<file path="src/rtl/wdt_spi_supervisor.sv">
module wdt_spi_supervisor #(
  parameter int unsigned LONG_CYCLES  = 14000,
  parameter int unsigned MED_CYCLES   = 6000,
  parameter int unsigned SHORT_CYCLES = 2000,
  parameter int unsigned RST_CYCLES   = 100,
  parameter int unsigned NVW_CYCLES   = 500
) (
  input  logic clk,
  input  logic rst_n,
  input  logic spi_sck,
  input  logic spi_cs_n,
  input  logic spi_mosi,
  output logic spi_miso,
  output logic spi_miso_oe,
  output logic rst_out_n
);

  localparam int unsigned PMAX = (LONG_CYCLES > MED_CYCLES) ?
                                 ((LONG_CYCLES > SHORT_CYCLES) ? LONG_CYCLES : SHORT_CYCLES) :
                                 ((MED_CYCLES > SHORT_CYCLES) ? MED_CYCLES : SHORT_CYCLES);
  localparam int unsigned CW = $clog2(PMAX + 1);
  localparam int unsigned RW = $clog2(RST_CYCLES + 1);
  localparam int unsigned BW = $clog2(NVW_CYCLES + 1);

  localparam logic [7:0] OP_UNLOCK = 8'h06;
  localparam logic [7:0] OP_LOCK   = 8'h04;
  localparam logic [7:0] OP_WRITE  = 8'h01;
  localparam logic [7:0] OP_READ   = 8'h05;

  logic          sck_q, cs_q, armed, rd_act, oe_q, latch;
  logic [4:0]    bit_cnt;
  logic [7:0]    sh, op, out_sr;
  logic [1:0]    wd;
  logic [BW-1:0] busy_cnt;
  logic [CW-1:0] wdt_cnt, period;
  logic [RW-1:0] pulse_cnt;

  wire sck_rise = spi_sck & ~sck_q;
  wire sck_fall = ~spi_sck & sck_q;
  wire cs_fall  = ~spi_cs_n & cs_q;
  wire cs_rise  = spi_cs_n & ~cs_q;
  wire busy     = (busy_cnt != '0);
  wire [7:0] sh_nx = {sh[6:0], spi_mosi};
  wire data_ok  = (sh[7:5] == 3'b000) && (sh[2:0] == 3'b000);

  assign spi_miso    = oe_q & out_sr[7];
  assign spi_miso_oe = oe_q;
  assign rst_out_n   = (pulse_cnt == '0);

  // serial shifter
  always_ff @(posedge clk or negedge rst_n) begin
    if (!rst_n) begin
      sck_q   <= 1'b0;
      cs_q    <= 1'b0;
      armed   <= 1'b0;
      bit_cnt <= '0;
      sh      <= '0;
      op      <= '0;
      out_sr  <= '0;
      rd_act  <= 1'b0;
      oe_q    <= 1'b0;
    end else begin
      sck_q <= spi_sck;
      cs_q  <= spi_cs_n;
      oe_q  <= ~spi_cs_n & rd_act & (bit_cnt >= 5'd8) & (bit_cnt < 5'd16);
      if (cs_fall) begin
        armed   <= 1'b1;
        bit_cnt <= '0;
        rd_act  <= 1'b0;
      end else if (cs_rise) begin
        rd_act <= 1'b0;
      end else if (armed && !spi_cs_n && sck_rise) begin
        sh <= sh_nx;
        if (bit_cnt != 5'd31) bit_cnt <= bit_cnt + 5'd1;
        if (bit_cnt == 5'd7) begin
          op <= sh_nx;
          if (sh_nx == OP_READ) begin
            rd_act <= 1'b1;
            out_sr <= busy ? 8'hFF : {3'b000, wd, 3'b000};
          end
        end
      end else if (rd_act && sck_fall && bit_cnt >= 5'd9) begin
        out_sr <= {out_sr[6:0], out_sr[0]};
      end
    end
  end

  // setting, change latch, emulated nonvolatile cycle
  always_ff @(posedge clk or negedge rst_n) begin
    if (!rst_n) begin
      latch    <= 1'b0;
      wd       <= 2'b00;
      busy_cnt <= '0;
    end else if (busy) begin
      busy_cnt <= busy_cnt - 1'b1;
      if (busy_cnt == BW'(1)) latch <= 1'b0;
    end else if (cs_rise && armed) begin
      if (bit_cnt == 5'd8 && op == OP_UNLOCK) latch <= 1'b1;
      if (bit_cnt == 5'd8 && op == OP_LOCK)   latch <= 1'b0;
      if (bit_cnt == 5'd16 && op == OP_WRITE && latch && data_ok) begin
        wd       <= sh[4:3];
        busy_cnt <= BW'(NVW_CYCLES);
      end
    end
  end

  always_comb begin
    case (wd)
      2'b00:   period = CW'(LONG_CYCLES);
      2'b01:   period = CW'(MED_CYCLES);
      default: period = CW'(SHORT_CYCLES);
    endcase
  end

  // watchdog and reset pulse
  always_ff @(posedge clk or negedge rst_n) begin
    if (!rst_n) begin
      pulse_cnt <= RW'(RST_CYCLES);
      wdt_cnt   <= '0;
    end else if (pulse_cnt != '0) begin
      pulse_cnt <= pulse_cnt - 1'b1;
      wdt_cnt   <= '0;
    end else if (cs_fall) begin
      wdt_cnt <= '0;
    end else if (wd != 2'b11) begin
      if (wdt_cnt == period - 1'b1) begin
        pulse_cnt <= RW'(RST_CYCLES);
        wdt_cnt   <= '0;
      end else begin
        wdt_cnt <= wdt_cnt + 1'b1;
      end
    end
  end


  oe_idle_chk: assert property (@(posedge clk) disable iff (!rst_n)
    spi_miso_oe |-> !$past(spi_cs_n));


  latch_clear_chk: assert property (@(posedge clk) disable iff (!rst_n)
    $fell(busy) |-> !latch);


  wd_change_chk: assert property (@(posedge clk) disable iff (!rst_n)
    !$stable(wd) |-> ($rose(busy) && $past(latch)));


  latch_move_chk: assert property (@(posedge clk) disable iff (!rst_n)
    !$stable(latch) |-> (($past(spi_cs_n) && !$past(cs_q)) || $fell(busy)));


  pulse_idle_chk: assert property (@(posedge clk) disable iff (!rst_n)
    !rst_out_n |-> (wdt_cnt == '0));


  disabled_hold_chk: assert property (@(posedge clk) disable iff (!rst_n)
    (wd == 2'b11) |=> ($stable(wdt_cnt) || wdt_cnt == '0));

endmodule

</file>
<file path="config.mk">
export PLATFORM = sky130hd
export DESIGN_NAME = wdt_spi_supervisor
export DESIGN_NICKNAME = d
export VERILOG_FILES = /design/src/rtl/wdt_spi_supervisor.sv
export SDC_FILE = /design/constraint.sdc
export NUM_CORES = 1
export LEC_CHECK = 0
export CAP_MARGIN = 20
export CORE_ASPECT_RATIO = 0.7
export CORE_UTILIZATION = 50
export CTS_CLUSTER_SIZE = 10
export DETAILED_ROUTE_END_ITERATION = 8
export DONT_BUFFER_PORTS = 1
export PLACE_DENSITY = 0.71
export SLEW_MARGIN = 20
export SYNTH_ARGS = -nofsm -noshare
export SYNTH_HDL_FRONTEND = slang
export SYNTH_SLANG_ARGS = --single-unit
</file>
<file path="constraint.sdc">
create_clock -name clk -period 2.18 [get_ports clk]
set_clock_uncertainty 0.15 [all_clocks]
set_input_delay 0.436 -clock clk [delete_from_list [all_inputs] [get_ports clk]]
set_output_delay 0.436 -clock clk [all_outputs]
set_load 0.01 [all_outputs]
</file>
==> results.md, run 1 <==
* Result of the run: finished with violations
* Violations in the final reports: setup timing
* HPWL after DPL at 4.91 mm
* Post-Place Worst Slack at -0.0723 ns
* Routed WL at 7.85 mm
* Crit path from: pulse_cnt[1]
* Type of element launching the critical path: flip-flop
* Worst Slack Setup Final at -0.465 ns
* Ys async rst share at 1.00
* Final weighted congestion in routability-driven placement at 0.879
* Final Cycle Share at 1.21
* Area after DPL at 3820 sq um
* Critical-path top delay cell: or3b_4
* Number of pins with negative max-slew slack in the final report at 0
* Final cell count without fillers at 483
* Slowest stage delay, CP at 0.39 ns
* Number of endpoints with negative hold slack in the final report at 0
* Number of flops mapped to enable cells by yosys at 0
* Final setup violation count at 26
* Slew @ Worst Pin at 0.481 ns
* Horizontal die dimension at 101 um
* Flip-flop and latch count after synthesis at 67
* Max-Slew Margin vs Limit at 0.678
* Area grow syn2layout at 25.7%
* Cell type contributing the most total cell area after synthesis: dfrtp_1
* Share of final-layout standard cells stronger than drive strength 1 at 0.342
* Critical hold path startpoint: spi_cs_n
* Bufs and invs on worst path at 2
* DRC violations left at 0
* Detailed router's first-iteration violation count at 143
* Routed wire per std cell at 16.3 um
* Post-layout min period at 2.64 ns
* Family with the most delay on the worst path: simple AND/OR/NAND/NOR gates
* Number of antenna violations at the first check in global routing at 0
* VDD IR max at 443 uV
* Most area-consuming cells after synthesis: dfrtp_1, mux2_2, nand2_1
* TritonCTS Buffers at 9
* Unique cell type count in the Yosys netlist at 58
* Syn Nets at 351
* FP Rows at 24
* Overall power at 3.75 mW
* Nature of the critical path endpoint: primary output
* Starting density of the core at 0.536
* Ys Warns at 0
* Clk_lat worst skew at 0.34 ns
* Routed vias/inst at 5.51
* Via count of the first global-routing pass at 2590
* Finished layout cell area at 4330 sq um
* Total global routing overflow at 0
* Gr usage total at 0.228
* Ys flop type: dfrtp_1
* Synthesized instance count at 336
* Vias at 2663
* Lkg Pwr at 1.96 nW
* First-pass GRT wire length at 12.5 mm
* TritonCTS clock tree: done
* Post-route setup TNS at -2.11 ns
* Antenna diode count at 0
* Proportion of synthesized chip area in sequential cells at 0.488
* Top cell type's share of synthesized area at 0.465
* Worst r2r src: pulse_cnt[1]
* Cell-by-cell listing of the critical path: inv_1 -> ha_2 -> or3b_4 -> or3_4 -> or2_4 -> inv_6
* Reported max-cap violation count at 0
* Standard cell core area at 6430 sq um
* Maximum fanout encountered on the critical timing path at 6
* Overall die area at 7230 sq um
* Maximum clock frequency at 378 MHz
* Post-Syn Area at 3440 sq um
* Buffer depth of the longest clock path at 2
* Deepest level of the CTS H-tree at 3
* Setup Crit Path Kind: flip-flop to primary output
* Largest net degree at the start of global routing at 68
* Nets@finish at 402
* Required time at the worst-slack endpoint at 1.59 ns
* Arrival time reported for the critical path endpoint at 2.06 ns
* Buffers added on ports at 0
* Clk pin slew, worst setup/hold paths at 0.07 ns
* Worst hold path type: input port to flip-flop
* Top-Level Pins at 8
* Post-synthesis average cell area at 10.3 sq um
* RSZ-0062 raised after global routing: yes
* CTS root buf: clkbuf_8
* Router iterations before antenna repair at 4
* Final antenna-violating net count at 0
* CTS Sinks at 67
* Die height at 71.4 um
* Placed cell count at 452
* Power density relative to cell area at 866 nW/um^2
worst reg2reg max path, cell delays in order, from the launching register on:
cell and delay (ns):
dfrtp_1 0.38, inv_1 0.07, ha_2 0.18, or3b_4 0.39
or3_4 0.35, or2_4 0.27, buf_4 0.14, buf_6 0.11
mux2_4 0.28
logic make-up after synthesis:
logic type / share of synthesized area
flip-flops: 0.488
buffers and inverters: 0.0400
adder cells (fa/ha/maj): 0.0363
AND/OR/NAND/NOR: 0.210
multiplexers: 0.0981
XOR/XNOR: 0.0127
AO/OA/AOI/OAI: 0.115
where the power goes:
part	internal [mW]	switching, mW	leakage [nW]
combinational	0.654	0.600	0.987
sequential	1.35	0.0934	0.877
clock	0.589	0.468	0.0986
total	2.59	1.16	1.96
routing by layer:
metal,GRT usage,part of all wire
met1,0.336,0.50
met2,0.337,0.47
met3,0.0566,0.025
met4,0.0628,0.0032
met5,0,0
placed cells by master (no fill, tap or decap), drive strengths merged, types with 2 or more instances in the layout:
| cell | n |
|---|---|
| clkinvlp | 2 |
| a211o | 2 |
| a211oi | 3 |
| dfstp | 3 |
| or3 | 13 |
| and3 | 5 |
| o21ai | 15 |
| o31ai | 3 |
| buf | 50 |
| o211ai | 2 |
| nand2 | 35 |
| nand4 | 3 |
| a21o | 5 |
| clkbuf | 12 |
| a21oi | 17 |
| nand3 | 15 |
| xnor2 | 3 |
| and2 | 2 |
| nor4bb | 3 |
| or4b | 2 |
| dlygate4sd3 | 3 |
| inv | 17 |
| a22oi | 2 |
| dfrtp | 64 |
| xor2 | 2 |
| nor4 | 4 |
| mux2i | 9 |
| mux2 | 22 |
| a31oi | 6 |
| nor3 | 9 |
| nor4b | 2 |
| or3b | 2 |
| or2 | 2 |
| nand2b | 2 |
| nand3b | 5 |
| ha | 10 |
| or4 | 3 |
| nor2 | 20 |
flip-flops by register name (all words and copies together) (netlist names):
register     count
wdt_cnt         14
busy_cnt         9
op               8
out_sr           8
sh               8
pulse_cnt        7
bit_cnt          5
wd               2
armed            1
cs_q             1
latch            1
rd_act           1
sck_q            1
spi_miso_oe      1
Yosys cell counts (all sizes together), types with 6 or more instances:
library cell,n
nand2,35
nand3,15
nor3,9
ha,10
mux2,22
nor2,20
dfrtp,64
a31oi,6
or3,13
inv,17
mux2i,9
buf,8
a21oi,17
o21ai,15
through the flow:
stage                util  hold WS (ns)
detailed placement  0.594      -0.00735
floorplan               -      -0.00959
CTS                 0.649      0.000359
global placement    0.594      -0.00716
finish              0.674        0.0212
global route        0.674       0.00322
what timing repair did:
item | CTS | global route
setup buffers | 4 | 7
pin swaps | 3 | 11
hold buffers | 4 | 0
hold endpoints to repair | 69 | 0
resized for setup | 9 | 29
endpoints found under the setup margin | 22 | 39
final cells by class:
class / instances / area (sq um)
clock buffer: 12 / 155
clock inverter: 4 / 50.0
fill: 501 / 2100
inverter: 17 / 68.8
multi-input combinational: 239 / 1810
sequential: 67 / 1680
tap: 91 / 114
timing repair buffer: 53 / 448
final timing paths:
path                            depth (start not counted)  slack, ns           end
worst min register to register                          2       0.34  pulse_cnt[6]
min in group asynchronous                               2       0.50   busy_cnt[5]
max in group asynchronous                               2       1.06  pulse_cnt[5]
worst max-delay path                                    6      -0.46     rst_out_n
worst max register to register                          8      -0.26  pulse_cnt[0]
worst min-delay path                                    1       0.02   spi_miso_oe
Power figures use the tool's default switching activity.
==> inputs of run 2 (changes only) <==
Settings changed: HOLD_SLACK_MARGIN set to 0.12.
==> results.md, run 2 (synthesis gave the netlist of run 1 again) <==
* Result of the run: finished with violations
* Violations in the final reports: setup timing
* Die height at 71.4 um
* Worst Slack Setup Final at -0.470 ns
* Largest registers in the final layout: wdt_cnt x14, busy_cnt x9
* Overall die area at 7230 sq um
* Largest net degree at the start of global routing at 68
* Number of cells traversed by the worst register-to-register path at 8
* FP Rows at 24
* Horizontal die dimension at 101 um
* Number of endpoints with negative hold slack in the final report at 0
* Final weighted congestion in routability-driven placement at 0.879
* Final cell count without fillers at 484
* Arrival time reported for the critical path endpoint at 2.06 ns
* Cells on Worst Hold Path at 4
* Number of pins with negative max-slew slack in the final report at 0
* Deepest level of the CTS H-tree at 3
* RSZ-0062 raised after global routing: yes
* Worst hold margin at 0.240 ns
* Final antenna-violating net count at 0
* Nature of the critical path endpoint: primary output
* Post-Place Worst Slack at -0.0723 ns
* Leading cell types in the layout, fill and taps excluded: dfrtp_1, buf_4, nand2_1, mux2_2
* Nets@finish at 403
* Total global routing overflow at 0
* Antenna diode count at 0
* Power density relative to cell area at 865 nW/um^2
* Via count of the first global-routing pass at 2590
* Terminating pin of the worst hold path: out_sr[0]
* Fraction of the core area covered by cells at the end of the flow at 0.675
* Area after DPL at 3820 sq um
* Clk pin slew, worst setup/hold paths at 0.07 ns
* Vias at 2686
* Lkg Pwr at 1.97 nW
* Standard cell core area at 6430 sq um
* VDD IR max at 444 uV
* Flip-flop count of the largest register after layout at 14
* Critical hold path startpoint: spi_mosi
* CTS root buf: clkbuf_8
* Max-Slew Margin vs Limit at 0.679
* TritonCTS clock tree: done
* Finished layout cell area at 4340 sq um
* Final Cycle Share at 1.22
* Type of element launching the critical path: flip-flop
* Routed WL at 7.90 mm
* TritonCTS Buffers at 9
* Buffer depth of the longest clock path at 2
* First-pass GRT wire length at 12.5 mm
* Maximum fanout encountered on the critical timing path at 6
* Gr usage total at 0.229
* Slew @ Worst Pin at 0.479 ns
* Final setup violation count at 26
* Overall power at 3.76 mW
* Number of fillers in the final layout at 502
* HPWL after DPL at 4.91 mm
* Reg-to-Reg End: pulse_cnt[0]
* Routed vias/inst at 5.55
* Top-Level Pins at 8
* Setup slack of the most critical reg-to-reg path at -0.26 ns
* Worst hold path type: input port to flip-flop
* DRC violations left at 0
* Most crowded layer after global routing: met2
* Post-route setup TNS at -2.15 ns
* Placed cell count at 452
* Area grow syn2layout at 26.0%
* Router iterations before antenna repair at 4
* Met2 Track Usage GR at 0.337
* Post-layout min period at 2.65 ns
* GRT met1 Usage at 0.337
* Reported max-cap violation count at 0
* Buffers added on ports at 0
* Maximum clock frequency at 377 MHz
* Routed wire per std cell at 16.3 um
* Clk_lat worst skew at 0.34 ns
* Largest register by flop count: wdt_cnt
* Most common cell after layout, fill and taps aside: dfrtp_1
* CTS Sinks at 67
* Detailed router's first-iteration violation count at 120
* Global Route met3 Usage at 0.0566
* Number of antenna violations at the first check in global routing at 0
* Worst r2r src: pulse_cnt[1]
* Starting density of the core at 0.536
* Required time at the worst-slack endpoint at 1.59 ns
* Share of final-layout standard cells stronger than drive strength 1 at 0.341
* Setup Crit Path Kind: flip-flop to primary output
## run 2: cell count changes in the layout (fill, tap and decap cells not counted)
cell | previous run | this run
dlygate4sd3_1 | 3 | 4
## run 2: report_power, final
part           switching, mW  internal (mW)  total [mW]  leakage [nW]
sequential            0.0938           1.35        1.44         0.877
combinational          0.600          0.655        1.26         0.991
clock                  0.472          0.589        1.06        0.0986
## run 2: what timing repair did
| action | CTS | global route |
|---|---|---|
| gates resized for setup | 9 | 29 |
| endpoints found under the setup margin | 22 | 39 |
| endpoints found under the hold margin | 72 | 0 |
| setup buffers | 4 | 7 |
| hold buffers | 5 | 0 |
| pin swaps | 3 | 11 |
## run 2: worst max-delay path, cell delays in order, from the launching register on
cell	delay, ns
dfrtp_1	0.38
inv_1	0.07
ha_2	0.18
or3b_4	0.39
or3_4	0.35
or2_4	0.27
inv_6	0.08
## run 2: worst max-delay path by stage
| stage | slack [ns] | endpoint | cells past startpoint | from |
|---|---|---|---|---|
| after floorplan | -0.04 | out_sr[3] | 8 | busy_cnt[1] |
| after global placement | -0.02 | wdt_cnt[9] | 7 | pulse_cnt[0] |
| after detailed placement | -0.07 | wdt_cnt[6] | 7 | pulse_cnt[0] |
| after CTS | -0.45 | rst_out_n | 6 | pulse_cnt[0] |
| after global routing | -0.53 | rst_out_n | 6 | pulse_cnt[0] |
| final | -0.47 | rst_out_n | 6 | pulse_cnt[1] |
## run 2: cell type report
class,instances,area [sq um],area share
clock inverters,4,50.0,0.0115
clock buffers,12,155,0.0358
repair buffers,54,458,0.106
inverters,17,68.8,0.0159
well taps,91,114,0.0262
multi-input cells,239,1810,0.418
flip-flops and latches,67,1680,0.388
## run 2: metal layers
layer	vias up	part of all wire
met2	41	0.47
met1	1320	0.50
li1	1321	-
met5	-	0
met4	0	0.0048
met3	4	0.027
==> inputs of run 3 (changes only) <==
Settings changed: RECOVER_POWER set to 100.
==> results.md, run 3 (synthesis gave the netlist of run 1 again) <==
* Result of the run: finished with violations
* Violations in the final reports: setup timing
* TritonCTS clock tree: done
* RSZ-0062 raised after global routing: yes
* Reported net switching power at 1.16 mW
* Number of pins with negative max-slew slack in the final report at 0
* HPWL after DPL at 4.91 mm
* Max-Slew Margin vs Limit at 0.400
* Post-route setup TNS at -2.11 ns
* Number of endpoints with negative hold slack in the final report at 0
* Maximum clock frequency at 378 MHz
* Overall die area at 7230 sq um
* Power density relative to cell area at 867 nW/um^2
* Required time at the worst-slack endpoint at 1.59 ns
* Flip-flop count of the largest register after layout at 14
* Largest net degree at the start of global routing at 68
* Gr usage total at 0.229
* Top-Level Pins at 8
* Deepest level of the CTS H-tree at 3
* Lkg Pwr at 1.95 nW
* Vias at 2688
* Final weighted congestion in routability-driven placement at 0.879
* Sw frac at 0.310
* Nets@finish at 403
* Die height at 71.4 um
* Leading cell types in the layout, fill and taps excluded: dfrtp_1, buf_4, nand2_1, mux2_2, nor2_1
* Clk pin slew, worst setup/hold paths at 0.07 ns
* CTS root buf: clkbuf_8
* Standard cell core area at 6430 sq um
* Number of fillers in the final layout at 507
* Total global routing overflow at 0
* Worst Slack Setup Final at -0.464 ns
* Number of antenna violations at the first check in global routing at 0
* Type of element launching the critical path: flip-flop
* Routed WL at 7.87 mm
* Reported max-cap violation count at 0
* Post-layout min period at 2.64 ns
* Overall power at 3.74 mW
* Worst hold path type: input port to flip-flop
* Bufs and invs on worst path at 2
* CTS Sinks at 67
* Slew @ Worst Pin at 0.899 ns
* Router iterations before antenna repair at 4
* Share of final-layout standard cells stronger than drive strength 1 at 0.336
* VDD IR max at 442 uV
* Family with the most delay on the worst path: simple AND/OR/NAND/NOR gates
* Maximum fanout encountered on the critical timing path at 6
* Critical-path top delay cell: or3b_4
* Routed wire per std cell at 16.3 um
* Comb power frac at 0.333
* Clock power frac at 0.283
* Largest register by flop count: wdt_cnt
* Buffers added on ports at 0
* Setup Crit Path Kind: flip-flop to primary output
* Final antenna-violating net count at 0
* Detailed router's first-iteration violation count at 122
* Sequential share of power at 0.385
* Cell-by-cell listing of the critical path: inv_1 -> ha_2 -> or3b_4 -> or3_4 -> or2_4 -> inv_6
* DRC violations left at 0
* First-pass GRT wire length at 12.5 mm
* Horizontal die dimension at 101 um
* Area grow syn2layout at 25.1%
* Clk_lat worst skew at 0.34 ns
* Arrival time reported for the critical path endpoint at 2.06 ns
* Final setup violation count at 28
* Slowest stage delay, CP at 0.39 ns
* TritonCTS Buffers at 9
* Most common cell after layout, fill and taps aside: dfrtp_1
* Cell internal power dissipation at 2.58 mW
* Routed vias/inst at 5.55
* Buffer depth of the longest clock path at 2
* FP Rows at 24
* Nature of the critical path endpoint: primary output
* Antenna diode count at 0
* Starting density of the core at 0.536
* Setup slack of the most critical reg-to-reg path at -0.25 ns
* Largest registers in the final layout: wdt_cnt x14, busy_cnt x9
* Via count of the first global-routing pass at 2590
* Final Cycle Share at 1.21
[run 3: final cells by class]
type	instances	area [sq um]	area share
Timing Repair Buffer	54	430	0.0999
Inverter	17	68.8	0.0160
Clock inverter	4	50.0	0.0116
Sequential cell	67	1680	0.390
Clock buffer	12	155	0.0360
Tap cell	91	114	0.0264
Multi-Input combinational cell	239	1810	0.420
[run 3: worst paths after layout]
path	startpoint	end	cells past startpoint
max	pulse_cnt[1]	rst_out_n	6
min	spi_mosi	out_sr[0]	4
max reg2reg	pulse_cnt[1]	pulse_cnt[0]	8
min reg2reg	pulse_cnt[6]	pulse_cnt[6]	2
max in group asynchronous	rst_n	wd[1]	2
min in group asynchronous	rst_n	busy_cnt[4]	2
[run 3: through the flow]
stage               hold WS, ns  cells  setup slack [ns]  cell area, sq um  utilization
detailed placement     -0.00735    452           -0.0723              3820        0.594
global placement       -0.00716    452           -0.0205              3820        0.594
global route              0.242    484            -0.530              4310        0.671
CTS                       0.229    477            -0.446              4180        0.651
finish                    0.239    484            -0.464              4310        0.671
floorplan              -0.00959    336           -0.0443              3500            -
[run 3: routing by layer]
layer,up-vias,track usage,share of wire
met4,0,0.0628,0.0048
met2,42,0.337,0.47
met5,-,0,0
met3,4,0.0566,0.029
met1,1319,0.337,0.50
li1,1323,-,-
[run 3: worst min-delay path, cell delays in order]
cell	delay (ns)
nand2_1	0.05
nor3_1	0.05
nand2_1	0.08
o31ai_1	0.07
[run 3: repair_timing]
item | in CTS | in global routing
resized for setup | 9 | 29
setup buffers | 4 | 7
hold buffers | 5 | 0
setup endpoints to repair | 22 | 39
pin swaps | 3 | 11
endpoints found under the hold margin | 72 | 0
gates cloned | 0 | 0
[run 3: power groups by stage]
stage	registers, mW	logic (mW)	clock network, mW
6_report	1.44	1.24	1.06
5_1_grt	1.45	1.36	1.13
4_1_cts	1.43	1.05	1.08
3_5_place_dp	1.45	0.944	0
3_3_place_gp	1.45	0.913	0
2_1_floorplan	1.44	0.680	0
